===== src/rtl/pwrdn_pkg.sv =====
package pwrdn_pkg;

  typedef enum logic [1:0] {
    PS_RUN   = 2'd0,
    PS_SLEEP = 2'd1,
    PS_OST   = 2'd2
  } pwr_state_t;

  typedef enum logic [1:0] {
    WK_NONE = 2'd0,
    WK_PIN  = 2'd1,
    WK_WDT  = 2'd2,
    WK_IRQ  = 2'd3
  } wake_src_t;

endpackage


===== src/rtl/pwrdn_wake_eval.sv =====
module pwrdn_wake_eval
  import pwrdn_pkg::*;
#(
  parameter int NUM_IRQ = 3
) (
  input  logic               pin_low,
  input  logic               wdt_en,
  input  logic               wdt_timeout,
  input  logic [NUM_IRQ-1:0] irq_flag,
  input  logic [NUM_IRQ-1:0] irq_en,
  output wake_src_t          src,
  output logic               irq_hit
);

  logic [NUM_IRQ-1:0] line_hit;

  // Each line counts only when its own enable is set; global enable is not consulted.
  for (genvar i = 0; i < NUM_IRQ; i++) begin : g_line
    assign line_hit[i] = irq_flag[i] & irq_en[i];
  end

  assign irq_hit = |line_hit;

  // Priority: external pin, then watchdog, then interrupts.
  always_comb begin
    if (pin_low)                   src = WK_PIN;
    else if (wdt_en && wdt_timeout) src = WK_WDT;
    else if (irq_hit)              src = WK_IRQ;
    else                           src = WK_NONE;
  end

endmodule


===== src/rtl/pwrdn_ost_timer.sv =====
module pwrdn_ost_timer #(
  parameter  int CYCLES = 1024,
  localparam int W      = (CYCLES > 1) ? $clog2(CYCLES) : 1
) (
  input  logic         clk,
  input  logic         rst_n,
  input  logic         run,
  output logic [W-1:0] count,
  output logic         done
);

  localparam logic [W-1:0] LAST = W'(CYCLES - 1);

  assign done = run && (count == LAST);

  always_ff @(posedge clk or negedge rst_n) begin
    if (!rst_n)            count <= '0;
    else if (run && !done) count <= count + 1'b1;
    else                   count <= '0;
  end

endmodule


===== src/rtl/pwrdn_resume_ctl.sv =====
module pwrdn_resume_ctl (
  input  logic clk,
  input  logic rst_n,
  input  logic go,
  input  logic use_vec,
  output logic resume,
  output logic vec_jump
);

  logic vec_pend;

  always_ff @(posedge clk or negedge rst_n) begin
    if (!rst_n) begin
      resume   <= 1'b0;
      vec_pend <= 1'b0;
      vec_jump <= 1'b0;
    end else begin
      resume   <= go;
      vec_pend <= go & use_vec;
      vec_jump <= resume & vec_pend;
    end
  end

endmodule


===== src/rtl/pwrdn_seq.sv =====
module pwrdn_seq
  import pwrdn_pkg::*;
#(
  parameter  int NUM_IRQ    = 3,
  parameter  int OST_CYCLES = 1024,
  parameter  int PC_W       = 13,
  parameter  int VEC_ADDR   = 4,
  localparam int CNT_W      = (OST_CYCLES > 1) ? $clog2(OST_CYCLES) : 1
) (
  input  logic               clk,
  input  logic               rst_n,
  input  logic               ext_rst_n,
  input  logic               sleep_req,
  input  logic               wdt_en,
  input  logic               wdt_timeout,
  input  logic [NUM_IRQ-1:0] irq_flag,
  input  logic [NUM_IRQ-1:0] irq_en,
  input  logic               gie,
  input  logic               osc_rc,
  output logic               osc_run,
  output logic               sleeping,
  output logic               pd_bit,
  output logic               to_bit,
  output logic               wdt_clr,
  output logic               wdt_rst,
  output logic               dev_reset,
  output logic [CNT_W-1:0]   ost_count,
  output logic               resume,
  output logic               vec_jump,
  output logic [PC_W-1:0]    vec_addr
);

  pwr_state_t state_q, state_d;
  wake_src_t  src;
  logic       irq_hit;
  logic       ost_done;
  logic       go, use_vec;
  logic       vec_q, vec_d;
  logic       clr_d;

  pwrdn_wake_eval #(.NUM_IRQ(NUM_IRQ)) u_eval (
    .pin_low     (!ext_rst_n),
    .wdt_en      (wdt_en),
    .wdt_timeout (wdt_timeout),
    .irq_flag    (irq_flag),
    .irq_en      (irq_en),
    .src         (src),
    .irq_hit     (irq_hit)
  );

  pwrdn_ost_timer #(.CYCLES(OST_CYCLES)) u_ost (
    .clk   (clk),
    .rst_n (rst_n),
    .run   (state_q == PS_OST),
    .count (ost_count),
    .done  (ost_done)
  );

  pwrdn_resume_ctl u_resume (
    .clk      (clk),
    .rst_n    (rst_n),
    .go       (go),
    .use_vec  (use_vec),
    .resume   (resume),
    .vec_jump (vec_jump)
  );

  always_comb begin
    state_d = state_q;
    go      = 1'b0;
    use_vec = 1'b0;
    clr_d   = 1'b0;
    vec_d   = vec_q;
    case (state_q)
      PS_RUN: begin
        if (src != WK_PIN && sleep_req) begin
          clr_d = 1'b1;
          if (irq_hit) begin
            go      = 1'b1;
            use_vec = gie;
          end else begin
            state_d = PS_SLEEP;
          end
        end
      end
      PS_SLEEP: begin
        if (src != WK_NONE) begin
          clr_d = 1'b1;
          if (src == WK_PIN) begin
            state_d = PS_RUN;
          end else begin
            vec_d = (src == WK_IRQ) && gie;
            if (osc_rc) begin
              state_d = PS_RUN;
              go      = 1'b1;
              use_vec = vec_d;
            end else begin
              state_d = PS_OST;
            end
          end
        end
      end
      PS_OST: begin
        if (src == WK_PIN) begin
          state_d = PS_RUN;
        end else if (ost_done) begin
          state_d = PS_RUN;
          go      = 1'b1;
          use_vec = vec_q;
        end
      end
      default: state_d = PS_RUN;
    endcase
  end

  always_ff @(posedge clk or negedge rst_n) begin
    if (!rst_n) begin
      state_q   <= PS_RUN;
      vec_q     <= 1'b0;
      wdt_clr   <= 1'b0;
      wdt_rst   <= 1'b0;
      dev_reset <= 1'b0;
      pd_bit    <= 1'b1;
      to_bit    <= 1'b1;
    end else begin
      state_q   <= state_d;
      vec_q     <= vec_d;
      wdt_clr   <= clr_d;
      dev_reset <= !ext_rst_n;
      wdt_rst   <= (state_q == PS_RUN) && (src == WK_WDT) && !sleep_req;
      if (state_q == PS_RUN && src != WK_PIN) begin
        if (sleep_req) begin
          pd_bit <= 1'b0;
          to_bit <= 1'b1;
        end else if (src == WK_WDT) begin
          pd_bit <= 1'b1;
          to_bit <= 1'b0;
        end
      end else if (state_q == PS_SLEEP && src == WK_WDT) begin
        to_bit <= 1'b0;
      end
    end
  end

  assign osc_run  = (state_q != PS_SLEEP);
  assign sleeping = (state_q != PS_RUN);
  assign vec_addr = PC_W'(VEC_ADDR);

  AST_PIN_RESET_WINS: assert property (@(posedge clk) disable iff (!rst_n)
    !ext_rst_n |=> dev_reset && !sleeping && osc_run);

  AST_SLEEP_ENTRY: assert property (@(posedge clk) disable iff (!rst_n)
    (state_q == PS_RUN && sleep_req && ext_rst_n && !irq_hit) |=> sleeping && !osc_run && !pd_bit && to_bit && wdt_clr);

  AST_MASKED_STAYS_ASLEEP: assert property (@(posedge clk) disable iff (!rst_n)
    (state_q == PS_SLEEP && ext_rst_n && !(wdt_en && wdt_timeout) && (irq_flag & irq_en) == '0) |=> state_q == PS_SLEEP);

  AST_IMMEDIATE_WAKE: assert property (@(posedge clk) disable iff (!rst_n)
    (state_q == PS_RUN && sleep_req && ext_rst_n && irq_hit) |=> resume && !sleeping && !pd_bit && wdt_clr);

  AST_OST_IDLE_ASLEEP: assert property (@(posedge clk) disable iff (!rst_n)
    (state_q == PS_SLEEP) |-> ost_count == '0);

  AST_OST_EXPIRY_RESUMES: assert property (@(posedge clk) disable iff (!rst_n)
    (ost_done && ext_rst_n) |=> resume && !sleeping);

  AST_VEC_FOLLOWS_RESUME: assert property (@(posedge clk) disable iff (!rst_n)
    vec_jump |-> $past(resume) && !sleeping);

  AST_WDT_RST_NOT_PIN: assert property (@(posedge clk) disable iff (!rst_n)
    wdt_rst |-> !dev_reset && !to_bit);

endmodule


===== config.mk =====
export PLATFORM = sky130hd
export DESIGN_NAME = pwrdn_seq
export DESIGN_NICKNAME = d
export VERILOG_FILES = /design/src/rtl/pwrdn_pkg.sv /design/src/rtl/pwrdn_wake_eval.sv /design/src/rtl/pwrdn_ost_timer.sv /design/src/rtl/pwrdn_resume_ctl.sv /design/src/rtl/pwrdn_seq.sv
export SDC_FILE = /design/constraint.sdc
export NUM_CORES = 1
export LEC_CHECK = 0
export ABC_CLOCK_PERIOD_IN_PS = 2900
export BUFFER_PORTS_ARGS = -buffer_cell sky130_fd_sc_hd__buf_2
export CORE_ASPECT_RATIO = 1.75
export CORE_MARGIN = 2
export CORE_UTILIZATION = 51
export DETAILED_ROUTE_END_ITERATION = 7
export PLACE_DENSITY = 0.83
export SYNTH_ARGS = -nofsm -noshare
export SYNTH_HDL_FRONTEND = slang
export SYNTH_HIERARCHICAL = 1
export SYNTH_SLANG_ARGS = --single-unit
export TNS_END_PERCENT = 100

===== constraint.sdc =====
create_clock -name clk -period 2.9 [get_ports clk]
set_input_delay 0.58 -clock clk [delete_from_list [all_inputs] [get_ports clk]]
set_output_delay 0.58 -clock clk [all_outputs]
set_load 0.03 [all_outputs]

Word-level counts from Yosys, hierarchy flattened --
Index checks and enable logic that the tools add are counted.
Operators by class: add/sub/neg operators 1, bitwise gates (word level) 6, multiplexer cells 37, reductions and logical operators 22, eq/ne operators 13
Operators by type and width (number):
- $mux W1 | 22
- $mux W2 | 10
- $add A10 B1 Y10 const B | 1
- $eq A10 B10 Y1 const B | 1
- $mux W10 | 1
- $logic_and A1 B1 Y1 | 9
- $reduce_bool A2 Y1 | 4
- $eq A2 B2 Y1 const B | 3
- $ne A2 B2 Y1 const B | 3
- $ne A3 B3 Y1 const B | 2
- $pmux W1 S3 | 2
- $pmux W2 S3 | 1
- $and A1 B1 Y1 | 5
- $eq A2 B1 Y1 const B | 2
- $ne A2 B1 Y1 const B | 2
- $reduce_and A2 Y1 | 2
- $reduce_and A4 Y1 | 1
- $logic_not A1 Y1 | 3
- $reduce_and A3 Y1 | 1
- $reduce_or A3 Y1 | 1
- $logic_not A2 Y1 | 1
- $pmux W1 S2 | 1
- $not A1 Y1 | 1
Word-level totals: bits of input ports 14, word-level logic and storage cells 90, bits in registers 21, output and inout port bits 32

Depth between registers and ports, before layout --
Gate-level depths: netlist (run 1).
word-level depth 12, mapped depth 7, depth with buffers taken out 7

By module --
Netlist (run 1), hierarchy kept.
Modules (own cells, without submodules):
- pwrdn_seq | seq. area each 202.7 sq um, instances 1, area an instance 553.0 sq um, cells an instance 62
- pwrdn_ost_timer | seq. area each 250.2 sq um, instances 1, area an instance 493.0 sq um, cells an instance 51
- pwrdn_resume_ctl | seq. area each 75.1 sq um, instances 1, area an instance 87.6 sq um, cells an instance 5
- pwrdn_wake_eval | seq. area each 0.0 sq um, instances 1, area an instance 36.3 sq um, cells an instance 6

Worst setup path before layout (run 1) --
Ideal clock, no wire load.
path type in2reg, start input irq_flag[0], end register u_resume.vec_pend, buffers on the path 0, setup time 0.119 ns, arrival 2.064 ns, path slack 0.717 ns, data required time 2.781 ns, stages on the path 6, cell sequence a222oi_1 -> a21oi_1 -> and2b_4 -> nor3b_2 -> or3_1 -> and2_1
Between the ends: elaborated cells on any way between the ends 25, those cells by class eq/ne: 3; mux: 16; bitwise: 2; reduce/logical: 4
RTL lines:
- start: declaration | RTL line pwrdn_seq.sv:16 | input logic [NUM_IRQ-1:0] irq_flag,
- $and A1 B1 Y1 (*) | RTL line pwrdn_wake_eval.sv:19 | assign line_hit[i] = irq_flag[i] & irq_en[i];
- $reduce_or A3 Y1 (*) | RTL line pwrdn_wake_eval.sv:22 | assign irq_hit = |line_hit;
- $mux W2 (*) | RTL line pwrdn_wake_eval.sv:28 | else if (irq_hit) src = WK_IRQ;
- $mux W2 (*) | RTL line pwrdn_wake_eval.sv:27 | else if (wdt_en && wdt_timeout) src = WK_WDT;
- $mux W2 (*) | RTL line pwrdn_wake_eval.sv:26 | if (pin_low) src = WK_PIN;
- net src[1] | RTL line pwrdn_seq.sv:34 | wake_src_t src;
- $eq A2 B1 Y1 or $ne A2 B1 Y1 (tied branches) | RTL line pwrdn_seq.sv:89, pwrdn_seq.sv:104, pwrdn_seq.sv:76
- $mux W1 or $logic_and A1 B1 Y1 (tied branches) | RTL line pwrdn_seq.sv:89, pwrdn_seq.sv:76
- $mux W1, on equally long branches | RTL line pwrdn_seq.sv:87, pwrdn_seq.sv:76
- $pmux W1 S3 (*) | RTL line pwrdn_seq.sv:74 | case (state_q)
- net go | RTL line pwrdn_seq.sv:37 | logic go, use_vec;
- $and A1 B1 Y1 (*) | RTL line pwrdn_resume_ctl.sv:19 | vec_pend <= go & use_vec;
- end signal: assignment | RTL line pwrdn_resume_ctl.sv:19
- end: declaration | RTL line pwrdn_resume_ctl.sv:10 | logic vec_pend;
Mark *: on every way through the listed nets, which the timed path passes. The rest lies on a longest branch. A chain may end at the register's enable or synchronous reset.

Final worst setup path (run 1) --
Ends and elaborated chain as after synthesis.

==> results.md, run 1 <==
* Ys async rst share at 1.00
* Crit path capture type: flop
* Fin. max-slew vios at 0
* Clk Latency, worst-skew pair at 0.25 ns
* Number of diodes at 0
* Fin Setup TNS at 0 ns
* Final setup vio count at 0
* Buf+Inv Stages, Crit Path at 1
* Most common library cell in the layout ignoring fill and taps: buf_2
* Seq. cell area at 528 um^2
* Critical Path, Cell by Cell: buf_2 -> a222oi_1 -> a21oi_1 -> and2b_4 -> nor3b_2 -> or3_1 -> and2_1
* Top post-synthesis cells by area: dfrtp_1 41%, buf_4 9.0%, dfstp_2 4.5%, a21oi_1 2.6%, inv_1 2.6%
* Setup repair bufs after CTS at 0
* Full die area at 2710 um^2
* IO Port Bufs at 32
* Crit path max-delay family: simple AND/OR/NAND/NOR gates
* Max FFs per register at 10
* Fillers at 191
* Crit-path max FO at 6
* WL final at 2.33 mm
* DR iter-0 viols at 29
* Num CTS Buffers at 3
* # Max-Cap Violations at 0
* Starting Density at 0.521
* Fin crit share at 0.784
* Post-CTS sizing at 0
* Final min period at 2.27 ns
* Number of flops mapped to enable cells by yosys at 0
* HPWL Detailed at 1.81 mm
* Max Clk Rate at 0.440 GHz
* Leak Pwr at 0.662 nW
* Rows at 23
* Overall Global Routing Usage at 0.188
* Synth cell types at 40
* CTS tree: yes
* Area Growth Syn to Fin at 14.4%
* Slew margin rel. at 0.652
* # IOs at 46
* Yosys reg bits at 21
* Drc violations at 0
* Largest area contributor in the netlist: dfrtp_1
* RSZ-0062 raised after global routing: false
* DR WL/cell at 12.9 um
* Clk root buf: clkbuf_8
* Layout Skew at 0.00415 ns
* Die Span X at 40.2 um
* Gate count after technology mapping at 124
* Clk sinks at 21
* Footprint of the multi-input gates at 543 um^2
* Final cell utilization of the core at 0.596
* Worst path arrival time at 2.43 ns
* Biggest regs: u_ost/count x10, state_q x2
* Vias in the first global route at 863
* Max incr delay on CP at 0.51 ns
* Worst Hold Class: input pin to async pin
* Antenna viol nets, final at 0
* Final hold vios at 0
* First-pass GRT wire length at 3.59 mm
* Core box area at 2240 um^2
* Predominant post-synthesis flop cell: dfrtp_1
* CP required at 3.05 ns
* Vias at 989
* Most frequent cells in the layout: 32 x buf_2, 19 x dfrtp_1, 13 x conb_1
* Critical path's slowest cell: a222oi_1
* Max Root-Sink Buffers at 2
* Synthesized cell area at 1170 um^2
* GRT overflow at 0
* Sequential share of the synthesized area at 0.451
* Via density at 5.46
* CTS H-tree depth at 1
* CP startpoint kind: input pin
* Peak supply drop at 377 uV
* Final #Nets at 172
* Status: completed
* Clock Pin Slew Worst Setup and Hold Paths at 0.08 ns
* Top-area cell type share of the netlist area at 0.406
* Placer Congestion at 0.807
* Initial antenna violation count at 0
* Worst Setup Path Type: input pin to flop
* Slew @ Worst Pin at 0.521 ns
* Biggest register: u_ost/count
* Ys Warns at 6
* Hold Buf Count CTS at 0
* Die Y at 67.4 um
* Post-Syn Area per Cell at 9.43 um^2
* Pin count of the biggest net entering global routing at 22
* DR pass1 iterations at 4
* Pwr dens at 516 nW/um^2
* Share of layout cells above drive strength 1 at 0.276
power breakdown:
part | internal [mW] | leakage, nW | total, mW | switching, mW
registers | 0.324 | 0.280 | 0.343 | 0.0189
logic | 0.0482 | 0.356 | 0.161 | 0.112
clock network | 0.0954 | 0.0255 | 0.187 | 0.0914
total | 0.468 | 0.662 | 0.690 | 0.223
logic make-up after synthesis:
kind of cell	after synthesis	synth area share
DFF	21	0.451
buffers and inverters	23	0.120
xor gates and xnor gates	4	0.0300
AOI/OAI and AO/OA	25	0.139
and+or+nand+nor	48	0.243
other	2	0.00642
adders and majority gates	1	0.0107
worst register-to-register path, stage by stage (launching register included):
cell     delay (ns)
dfrtp_1        0.53
and2b_1        0.30
nand2_1        0.11
nor4_1         0.05
inv_1          0.10
nor3b_2        0.06
or3_1          0.39
and2_1         0.17
area by class of cell:
type | count | area share
clock inverters | 1 | 0.00374
inverters | 8 | 0.0224
flip-flops and latches | 21 | 0.394
multi-input cells | 91 | 0.406
clock buffers | 3 | 0.0308
well taps | 25 | 0.0234
repair buffers | 32 | 0.120
metal layers:
layer  vias to the layer above  share of wire  GRT usage
met1                       467           0.38      0.194
met4                         0          0.015     0.0833
li1                        475              -          -
met5                         -              0          0
met2                        41           0.55      0.351
met3                         6          0.052     0.0197
synthesized netlist by cell type, types with 2 or more instances:
master	count
nand3b_1	2
o21ai_0	5
xor2_1	3
o31ai_1	4
nand2_1	7
a21oi_1	6
dfstp_2	2
buf_4	14
nand4_1	2
nor3_1	2
inv_1	8
or4_1	2
nand2b_1	3
dfrtp_1	19
nor2_1	8
a31oi_1	2
and2_1	3
nor4_1	2
or3_1	3
o211ai_1	3
conb_1	2
nand3_1	4
metrics by stage:
step / setup slack (ns) / instance area (um^2) / std cells / power, mW / hold slack (ns)
2_1_floorplan: 0.717 / 1210 / 135 / 0.476 / 0.284
3_3_place_gp: 0.547 / 1290 / 177 / 0.505 / 0.438
3_5_place_dp: 0.418 / 1290 / 177 / 0.508 / 0.454
4_1_cts: 0.696 / 1340 / 181 / 0.697 / 0.287
5_1_grt: 0.547 / 1340 / 181 / 0.727 / 0.299
6_report: 0.626 / 1340 / 181 / 0.690 / 0.268
final timing paths:
kind,start,end,slack [ns],cells after the start
setup / recovery,irq_flag[0],u_resume/vec_pend,0.63,7
hold / removal,rst_n,state_q[1],0.27,1
setup reg to reg,state_q[0],u_resume/vec_pend,1.10,7
hold reg to reg,u_resume/vec_pend,u_resume/vec_jump,0.46,1
max in group asynchronous,rst_n,pd_bit,2.29,1
min in group clk,u_resume/vec_pend,u_resume/vec_jump,0.46,1
No activity file was read; power rests on OpenSTA's default activity.
==> run 2: changes to the inputs <==
--- a/config.mk
+++ b/config.mk
@@ -5,13 +5,13 @@
 export SDC_FILE = /design/constraint.sdc
 export NUM_CORES = 1
 export LEC_CHECK = 0
-export ABC_CLOCK_PERIOD_IN_PS = 2900
+export ABC_CLOCK_PERIOD_IN_PS = 2050
 export BUFFER_PORTS_ARGS = -buffer_cell sky130_fd_sc_hd__buf_2
 export CORE_ASPECT_RATIO = 1.75
 export CORE_MARGIN = 2
-export CORE_UTILIZATION = 51
+export CORE_UTILIZATION = 43
 export DETAILED_ROUTE_END_ITERATION = 7
-export PLACE_DENSITY = 0.83
+export PLACE_DENSITY = 0.75
 export SYNTH_ARGS = -nofsm -noshare
 export SYNTH_HDL_FRONTEND = slang
 export SYNTH_HIERARCHICAL = 1
==> constraint.sdc (replaced) <==
create_clock -name clk -period 2.05 [get_ports clk]
set_input_delay 0.41 -clock clk [delete_from_list [all_inputs] [get_ports clk]]
set_output_delay 0.41 -clock clk [all_outputs]
set_load 0.03 [all_outputs]
==> results.md, run 2 (same netlist as run 1, synthesis figures left out) <==
* Area Growth Syn to Fin at 17.2%
* DR iter-0 viols at 41
* Critical path's slowest cell: a222oi_1
* Biggest register: u_ost/count
* Total Power at 990 uW
* Status: completed
* WL final at 2.56 mm
* # Max-Cap Violations at 0
* Max incr delay on CP at 0.41 ns
* Overall Global Routing Usage at 0.176
* Leak Pwr at 0.681 nW
* CP startpoint kind: input pin
* Vias in the first global route at 1026
* Max Clk Rate at 0.544 GHz
* Worst Setup Path Type: input pin to flop
* Slew margin rel. at 0.653
* Number of diodes at 0
* Layout Skew at 0.00153 ns
* Setup repair bufs after CTS at 0
* Final setup margin at 0.213 ns
* Crit path max-delay family: simple AND/OR/NAND/NOR gates
* Clk Latency, worst-skew pair at 0.25 ns
* GRT overflow at 0
* First-pass GRT wire length at 4.28 mm
* Antenna viol nets, final at 0
* Buf+Inv Stages, Crit Path at 1
* HPWL Detailed at 1.98 mm
* Full die area at 3170 um^2
* # IOs at 46
* CTS H-tree depth at 1
* DP Worst Slack at -0.0599 ns
* Max Root-Sink Buffers at 2
* Final setup vio count at 0
* Clk root buf: clkbuf_8
* Most frequent cells in the layout: 32 x buf_2, 19 x dfrtp_1, 13 x conb_1
* Placed cell count at 183
* Worst path arrival time at 1.99 ns
* Footprint of the multi-input gates at 543 um^2
* Final #Nets at 176
* Core box area at 2660 um^2
* Via density at 5.57
* Seq. cell area at 528 um^2
* Vias at 1041
* Post-CTS sizing at 0
* Hold Buf Count CTS at 0
* Final hold vios at 0
* Fin Hold WS at 0.0910 ns
* Die Y at 73 um
* Placer Congestion at 0.811
* Most common library cell in the layout ignoring fill and taps: buf_2
* Peak supply drop at 339 uV
* DR pass1 iterations at 4
* Share of layout cells above drive strength 1 at 0.294
* Pin count of the biggest net entering global routing at 22
* Worst Hold Class: input pin to async pin
* Final std cells w/o fill at 187
* Slew @ Worst Pin at 0.516 ns
* Fin. max-slew vios at 0
* Crit-path max FO at 4
* Pwr dens at 722 nW/um^2
* CTS tree: yes
* Clock Pin Slew Worst Setup and Hold Paths at 0.08 ns
* DR WL/cell at 13.7 um
* Die Span X at 43.4 um
* Fin crit share at 0.896
* Critical Path, Cell by Cell: buf_2 -> a222oi_1 -> a21oi_1 -> and2b_4 -> nor3b_2 -> or3_1 -> and2_1
* Clk sinks at 21
* Fillers at 250
* Rows at 25
* Biggest regs: u_ost/count x10, state_q x2
* Final min period at 1.84 ns
* IO Port Bufs at 32
* Max FFs per register at 10
* Num CTS Buffers at 3
* Crit path capture type: flop
* Drc violations at 0
* RSZ-0062 raised after global routing: false
* CP required at 2.20 ns
* Initial antenna violation count at 0
* Starting Density at 0.440
==> run 2: final cells by class <==
class,count,share of cell area
flip-flops and latches,21,0.385
multi-input cells,91,0.396
well taps,27,0.0246
inverters,8,0.0219
clock buffers,3,0.0301
repair buffers,36,0.139
clock inverters,1,0.00365
==> run 2: per-stage QoR <==
stage,instance area (um^2),setup TNS [ns],util
6_report,1370,0,0.516
5_1_grt,1370,0,0.516
4_1_cts,1370,0,0.516
3_5_place_dp,1330,-0.0599,0.498
3_3_place_gp,1330,0,0.498
2_1_floorplan,1210,0,-
==> run 2: power by group <==
part	leakage [nW]	total, mW	internal, mW	switching [mW]
sequential	0.280	0.488	0.459	0.0298
combinational	0.376	0.237	0.0763	0.161
clock	0.0255	0.264	0.135	0.129
total	0.681	0.990	0.670	0.320
==> run 2: per-layer routing <==
metal  global-route usage  part of all wire
met1                0.172              0.36
met2                0.330              0.58
met3               0.0248             0.043
met4                0.111             0.019
met5                    0                 0
==> run 2: path summary, 6_finish.rpt <==
check,cells after the start,from,end,slack [ns]
max,7,irq_flag[0],u_resume/vec_pend,0.21
max in group asynchronous,1,rst_n,pd_bit,1.62
max reg2reg,7,state_q[0],u_resume/vec_pend,0.23
min reg2reg,1,u_resume/vec_pend,u_resume/vec_jump,0.45
min in group clk,2,ext_rst_n,dev_reset,0.32
min,1,rst_n,u_ost/count[4],0.09
==> run 2: worst register-to-register path: cells and delay by family (launching register included) <==
| family | cells | cell delay [ns] |
|---|---|---|
| buffers and inverters | 1 | 0.10 |
| DFF | 1 | 0.54 |
| and+or+nand+nor | 6 | 1.07 |
